## src/rtl/frac_rate_pkg.sv

```systemverilog
package frac_rate_pkg;
  localparam int SEL_W = 2;

  typedef enum logic [SEL_W-1:0] {
    SRC_48K   = 2'd0,
    SRC_44K   = 2'd1,
    SRC_RECOV = 2'd2,
    SRC_STOP  = 2'd3
  } src_sel_e;

  localparam logic CFG_WORD_SRC  = 1'b0;
  localparam logic CFG_WORD_RATE = 1'b1;
endpackage

```

## src/rtl/frac_rate_srcsel.sv

```systemverilog
module frac_rate_srcsel
  import frac_rate_pkg::*;
#(
  parameter int N_SRC = 3
) (
  input  src_sel_e         sel,
  input  logic [N_SRC-1:0] ref_tick,
  output logic             tick
);
  logic [N_SRC-1:0] hit;

  for (genvar i = 0; i < N_SRC; i++) begin : g_hit
    assign hit[i] = (sel == src_sel_e'(i)) && ref_tick[i];
  end

  assign tick = |hit;
endmodule

```

## src/rtl/frac_rate_accum.sv

```systemverilog
module frac_rate_accum
  import frac_rate_pkg::*;
#(
  parameter int INC_W = 16
) (
  input  logic               clk,
  input  logic               rst,
  input  logic               wr_en,
  input  logic               wr_word,
  input  logic [2*INC_W-1:0] wr_data,
  input  logic               tick,
  output src_sel_e           src_sel,
  output logic               strobe
);
  localparam int ACC_W = INC_W + 1;
  localparam int SUM_W = INC_W + 2;

  src_sel_e           src_q;
  logic [INC_W-1:0]   inc_q;
  logic [INC_W-1:0]   mctl_q;
  logic [ACC_W-1:0]   acc_q;
  logic               strobe_q;
  logic [SUM_W-1:0]   sum;
  logic [SUM_W-1:0]   modulus;
  logic               wrap;

  assign sum     = SUM_W'(acc_q) + SUM_W'(inc_q);
  assign modulus = SUM_W'(mctl_q) + SUM_W'(1);
  assign wrap    = (sum >= modulus);

  always_ff @(posedge clk) begin
    if (rst) begin
      src_q    <= SRC_48K;
      inc_q    <= '0;
      mctl_q   <= '0;
      acc_q    <= '0;
      strobe_q <= 1'b0;
    end else begin
      strobe_q <= 1'b0;
      if (wr_en) begin
        if (wr_word == CFG_WORD_RATE) begin
          inc_q  <= wr_data[INC_W-1:0];
          mctl_q <= wr_data[2*INC_W-1:INC_W];
        end else begin
          src_q <= src_sel_e'(wr_data[SEL_W-1:0]);
        end
        acc_q <= '0;
      end else if (tick) begin
        if (wrap) begin
          acc_q    <= ACC_W'(sum - modulus);
          strobe_q <= 1'b1;
        end else begin
          acc_q <= ACC_W'(sum);
        end
      end
    end
  end

  assign src_sel = src_q;
  assign strobe  = strobe_q;

  // accumulator stays below the modulus while increment <= modulus
  a_r5_acc_bound: assert property (@(posedge clk) disable iff (rst)
    (SUM_W'(inc_q) <= modulus) |-> (SUM_W'(acc_q) < modulus));

  // a configuration write leaves an empty accumulator
  a_r8_write_clears: assert property (@(posedge clk) disable iff (rst)
    wr_en |=> (acc_q == '0) && !strobe_q);

  // reserved source freezes the channel
  a_r3_stop_frozen: assert property (@(posedge clk) disable iff (rst)
    (src_q == SRC_STOP && !wr_en) |=> $stable(acc_q) && !strobe_q);

  // zero increment never strobes
  a_r7_zero_inc: assert property (@(posedge clk) disable iff (rst)
    (inc_q == '0 && !wr_en) |=> !strobe_q);

  // no strobe without a selected tick in the previous cycle
  a_r10_strobe_needs_tick: assert property (@(posedge clk) disable iff (rst)
    !tick |=> !strobe_q);
endmodule

```

## src/rtl/frac_rate_gen.sv

```systemverilog
module frac_rate_gen
  import frac_rate_pkg::*;
#(
  parameter int N_GEN = 3,
  parameter int N_SRC = 3,
  parameter int INC_W = 16,
  localparam int UNIT_W = (N_GEN > 1) ? $clog2(N_GEN) : 1,
  localparam int DATA_W = 2 * INC_W
) (
  input  logic              clk,
  input  logic              rst,
  input  logic [N_SRC-1:0]  ref_tick,
  input  logic              cfg_we,
  input  logic [UNIT_W-1:0] cfg_unit,
  input  logic              cfg_word,
  input  logic [DATA_W-1:0] cfg_wdata,
  output logic [N_GEN-1:0]  rate_strobe
);
  for (genvar g = 0; g < N_GEN; g++) begin : g_chan
    src_sel_e sel;
    logic     tick;
    logic     wr_en;

    assign wr_en = cfg_we && (cfg_unit == UNIT_W'(g));

    frac_rate_srcsel #(.N_SRC(N_SRC)) u_sel (
      .sel      (sel),
      .ref_tick (ref_tick),
      .tick     (tick)
    );

    frac_rate_accum #(.INC_W(INC_W)) u_acc (
      .clk     (clk),
      .rst     (rst),
      .wr_en   (wr_en),
      .wr_word (cfg_word),
      .wr_data (cfg_wdata),
      .tick    (tick),
      .src_sel (sel),
      .strobe  (rate_strobe[g])
    );
  end

  // strobes are quiet in the cycle after reset
  a_r1_reset_quiet: assert property (@(posedge clk)
    rst |=> (rate_strobe == '0));
endmodule

```

## config.mk

```make
export PLATFORM = sky130hd
export DESIGN_NAME = frac_rate_gen
export DESIGN_NICKNAME = d
export VERILOG_FILES = /design/src/rtl/frac_rate_pkg.sv /design/src/rtl/frac_rate_srcsel.sv /design/src/rtl/frac_rate_accum.sv /design/src/rtl/frac_rate_gen.sv
export SDC_FILE = /design/constraint.sdc
export NUM_CORES = 1
export LEC_CHECK = 0
export ABC_AREA = 1
export BUFFER_PORTS_ARGS = -buffer_cell sky130_fd_sc_hd__buf_2
export CAP_MARGIN = 20
export CORE_MARGIN = 1.5
export CORE_UTILIZATION = 30
export DETAILED_ROUTE_END_ITERATION = 12
export MAX_ROUTING_LAYER = met4
export SYNTH_ARGS = -nofsm -noshare
export SYNTH_HDL_FRONTEND = slang
export SYNTH_SLANG_ARGS = --single-unit
```

## constraint.sdc

```tcl
create_clock -name clk -period 6.5 [get_ports clk]
set_clock_uncertainty 0.1 [all_clocks]
set_input_delay 1.625 -clock clk [delete_from_list [all_inputs] [get_ports clk]]
set_output_delay 1.625 -clock clk [all_outputs]
set_load 0.1 [all_outputs]
```

# Word level (Yosys, flattened, before mapping)
# Index checks and enable logic that the tools add are counted.
# Widths: inputs -> output; s select.
[totals]
output_inout_bits = 3
n_memories = 0
latchBits = 0
wordCells = 76
ramBits = 0
regBits = 156
romBits = 0
[op_classes]
eq_ne = 8
shift = 0
muxes = 6
addsub = 9
n_mul = 0
n_reduce_logical = 31
div = 0
n_lt_le_gt_ge = 3
bitwise_logic = 4
[op_table]
columns = ["operator", "count"]
rows = [
  ["$add 17x16->18", 3],
  ["$ge 18x17->1", 3],
  ["$add 16x1->17 const B", 3],
  ["$mux 17", 3],
  ["$sub 17x17->17", 3],
  ["$reduce_or 3->1", 6],
  ["$logic_and 1x1->1", 12],
  ["$reduce_and 2->1", 6],
  ["$eq 2x1->1 const B", 4],
  ["$eq 2x2->1 const B", 4],
  ["$logic_not 2->1", 4],
  ["$reduce_or 2->1", 3],
  ["$not 1->1", 4],
  ["$mux 1", 3],
]

# Depth between registers and ports, before layout
[logic_depth]
depth_word = 5
mapped_depth = 27

# Cells and area by module
# From an unflattened synthesis, not the netlist that was laid out.
[unflattened]
cells_unflattened = 2160
area_unflattened_um2 = 13167.6
[by_module_without_submodules]
columns = ["module", "cells_per_inst", "area_per_inst_um2", "instances", "seq_area_each_um2"]
rows = [
  ["frac_rate_accum at g_chan[1].u_acc ...", 711, 4352.9, 2, 1041.0],
  ["frac_rate_accum at g_chan[0].u_acc", 713, 4352.9, 1, 1041.0],
  ["frac_rate_srcsel", 6, 27.5, 3, 0.0],
  ["frac_rate_gen", 7, 26.3, 1, 0.0],
]

# Worst setup path after synthesis
# OpenSTA, ideal clock, no wires.
[synth_path]
kind = "register -> register"
startpoint = "register g_chan[0].u_acc.mctl_q[0]"
endpoint = "register g_chan[0].u_acc.acc_q[4]"
required_ns = 6.286
path_buffers = 1
setup_ns = 0.114
stages_incl_launch_ff = 23
setup_slack_ns = 3.279
t_arrival_ns = 3.007
path_cell_list = "dfxtp_1 > ha_1 > nand2_1 > nor2_1 > nand3_1 > nor2_1 > nand2_1 > nor3_1 > nand2_1 > nor2_1 > nand2_1 > xor2_1 > ha_1 > nand2_1 > nor4_2 > nand2_1 > nand3_1 > nand2_2 > nand2_4 > buf_6 > nand2_1 > nand3_1 > nand2_1"
[synth_via]
elab_chain_cells = 3
[synth_lines]
columns = ["element", "line", "rtl"]
rows = [
  ["start, declared", "frac_rate_accum.sv:20", "logic [INC_W-1:0] mctl_q;"],
  ["start signal, assigned", "frac_rate_accum.sv:43", "mctl_q <= wr_data[2*INC_W-1:INC_W];"],
  ["$add 16x1->17 (*)", "frac_rate_accum.sv:28", "assign modulus = SUM_W'(mctl_q) + SUM_W'(1);"],
  ["$sub 17x17->17 / $ge 18x17->1 (equally long branches)", "frac_rate_accum.sv:50, frac_rate_accum.sv:29", ""],
  ["$mux 17 (*)", "frac_rate_accum.sv:49", "if (wrap) begin"],
  ["end signal, assigned", "frac_rate_accum.sv:50", "acc_q <= ACC_W'(sum - modulus);"],
  ["end signal, assigned", "frac_rate_accum.sv:53", "acc_q <= ACC_W'(sum);"],
  ["end, declared", "frac_rate_accum.sv:21", "logic [ACC_W-1:0] acc_q;"],
]
# Mark *: on every way between the ends. The rest lies on a longest branch, timed or not.
# A chain may end at the register's enable or synchronous reset.

# Worst setup path in the final report
[layout_path]
startpoint = "register g_chan[1].u_acc.mctl_q[1]"
endpoint = "register g_chan[1].u_acc.acc_q[13]"
[layout_via]
elab_chain_cells = 3
[layout_lines]
columns = ["element", "line"]
rows = [
  ["start, declared", "frac_rate_accum.sv:20"],
  ["start signal, assigned", "frac_rate_accum.sv:43"],
  ["$add 16x1->17 (*)", "frac_rate_accum.sv:28"],
  ["$sub 17x17->17 / $ge 18x17->1 (equally long branches)", "frac_rate_accum.sv:50, frac_rate_accum.sv:29"],
  ["$mux 17 (*)", "frac_rate_accum.sv:49"],
  ["end signal, assigned", "frac_rate_accum.sv:50"],
  ["end signal, assigned", "frac_rate_accum.sv:53"],
  ["end, declared", "frac_rate_accum.sv:21"],
]
# Marked as above.

==> results_dict.tcl <==
set metrics [dict create \
    rows 74 \
    cp-start-kind "flop" \
    ys_top_cells_by_area "dfxtp_1, nand2_1, ha_1" \
    syn-instance-count 1968 \
    synth_edf_count 0 \
    clock-sinks 156 \
    hpwl_um 29400 \
    grt_first_pass_wirelength_um 59100 \
    dr_total_vias 12100 \
    power.density_mw_per_mm2 395 \
    overflow 0 \
    critPathMaxFanout 20 \
    synth_common_cells "nand2_1, inv_1, nand3_1" \
    clockBufferDepth 2 \
    die_w_um 207 \
    post_cts_buffers 0 \
    coreArea_mm2 0.0410 \
    synth_flop_cell "dfxtp_1" \
    nets 2132 \
    min_period_over_period_pct 63.6 \
    fin_tns_setup_ps 0 \
    first_iter_violations 683 \
    routedWlPerCell_um 14.3 \
    yosysMostFrequentCell "nand2_1" \
    maxCapViolCount 0 \
    slew_headroom_pct 29.2 \
    drv_slew 0 \
    hold_buffers 0 \
    initial_utilization_pct 30.6 \
    htree_levels 4 \
    antenna_found_initial 2 \
    netlist_area_mm2 0.0125 \
    hold_viol_final 0 \
    drt-total-wl_um 36100 \
    cts_made_buffers 17 \
    max_slew.worst_pin.slew_ps 1060 \
    fin_crit_ps 4130 \
    crit_start "g_chan[1].u_acc.mctl_q[1]$_SDFFE_PP0P_" \
    drive_gt1_share_pct 6.81 \
    ios 44 \
    critPathCaptureType "flop" \
    holdWs_ps 351 \
    grt.total_usage_pct 17.5 \
    r2r_slack_ps 2370 \
    hp-start "g_chan[0].u_acc.inc_q[2]$_SDFFE_PP0P_" \
    fill_cells 4484 \
    dr.pass1.iters 9 \
    port_buffers 43 \
    first_global_vias 11600 \
    syn_to_final_growth_pct 11.2 \
    criticalPathCategory "flop to flop" \
    crit-reg2reg-launch "g_chan[1].u_acc.mctl_q[1]$_SDFFE_PP0P_" \
    dpl_cell_area_mm2 0.0133 \
    status "finished with violations" \
    place_ws_ps 2340 \
    finalSetupViolations 0 \
    final_cell_count_no_fill 2530 \
    grt_max_degree 53 \
    max_freq_mhz 242 \
    gp_congestion 0.916 \
    final_util_pct 34.0 \
    yosysTopAreaCell "dfxtp_1" \
    fin_ws_ps 2370 \
    synth_nets 2117 \
    cts_root_buf "clkbuf_16" \
    report.power.total_mw 5.51 \
    cts-resized-gates 0 \
    dieArea_mm2 0.0430 \
    stdcell_area_mm2 0.0139 \
    synth_area_per_cell_um2 6.37 \
    synth_seq_cells 156 \
    yosysUniqueCellTypes 45 \
    crit_arrival_ps 4390 \
    die_height_um 207 \
    drc 2 \
    dp_cells 2496 \
    cts_tree "done" \
    hold_path_class "flop to flop" \
    clock_latency_ps 440 \
    viasPerCell 4.79 \
    path_clk_slew_ps 70 \
    async_reset_ff_share_pct 0 \
    ant_nets 0 \
    synth_top_cell_area_share_pct 24.9 \
    power_leakage_nw 6.87 \
    ys_seq_area_share_pct 24.9 \
    yosys_warnings 0 \
    failed_checks "DRC" \
    ir_worst_vdd_v 0.000207 \
    rsz0062_at_grt "no" \
    cp.required_ps 6760 \
]
==> worst paths after layout <==
check	end	cells after the start
setup / recovery	g_chan[1].u_acc.acc_q[13]$_SDFFE_PP0N_	22
hold / removal	g_chan[0].u_acc.inc_q[2]$_SDFFE_PP0P_	2
setup reg to reg	g_chan[1].u_acc.acc_q[13]$_SDFFE_PP0N_	22
hold reg to reg	g_chan[0].u_acc.inc_q[2]$_SDFFE_PP0P_	2
==> critical path, cell delays in order, from the launching register on <==
cell and delay [ps]:
dfxtp_1 360, ha_1 190, nand2_1 60, nor2_1 170, nand3_2 120, nor3_2 190, nand3_2 110, nor2_1 200
nand3_1 150, nor2_1 130, xor2_1 180, ha_1 310, nand2_1 130, inv_1 50, nand2_1 60, nand2_1 50
a21oi_1 220, nand3_1 140, nand2_2 260, nand2_1 430, nand2_1 170, nand3_1 90, a21oi_1 170
==> power by group <==
group	internal (mW)	total (mW)	switching, mW
registers	1.08	1.16	0.0804
logic	1.12	3.17	2.05
clock network	0.735	1.17	0.440
total	2.93	5.51	2.57
==> logic make-up after synthesis <==
kind of cell               count (synthesis)  share of synthesized area (%)
AOI/OAI and AO/OA                        325                           13.9
adders and majority gates                108                           11.1
DFF                                      156                           24.9
buffers and inverters                    336                           10.5
xor gates and xnor gates                  90                           6.29
and+or+nand+nor                          953                           33.2
==> layer usage <==
metal  global-route usage [%]  up-vias  part of all wire (%)
met1                     22.4     5470                    48
met3                     2.47       50                   3.9
met2                     28.2      210                    45
met4                     6.26        0                   2.9
li1                         -     6388                     -
met5                        -        -                     0
==> state kept, by name (all words and copies together) (netlist names) <==
name and count:
g_chan.u_acc.strobe 3, g_chan.u_acc.acc_q 51, g_chan.u_acc.inc_q 48, g_chan.u_acc.src_sel 6, g_chan.u_acc.mctl_q 48
==> cell type report <==
| cell class | instances | area (um^2) | area share [%] |
|---|---|---|---|
| tap | 532 | 666 | 4.77 |
| inverter | 281 | 1050 | 7.57 |
| clock buffer | 19 | 443 | 3.18 |
| multi-input combinational | 1476 | 8110 | 58.1 |
| sequential | 156 | 3120 | 22.4 |
| antenna | 2 | 5.00 | 0.0359 |
| clock inverter | 13 | 235 | 1.69 |
| timing repair buffer | 51 | 308 | 2.21 |
==> cells in the final DEF (no fill, tap or decap), types with 4 or more instances in the layout <==
master       n
o21ai_0     94
xor2_1      66
o21ai_1      6
a21o_1       5
ha_1       102
buf_2       43
nor3_2       6
nand4_1      9
nor2_1     104
clkbuf_16   17
nand3_1    210
bufinv_16    6
fa_1         6
buf_4        6
nor2_2       4
inv_1      277
o21bai_1     6
dfxtp_1    156
nand2_2     18
nand3_2      4
nor4_1       4
nand2_1    546
nand3b_1    21
a21oi_1    196
a21oi_2      7
xnor2_1     24
nor3_1      11
(Power assumes the default switching activity.)
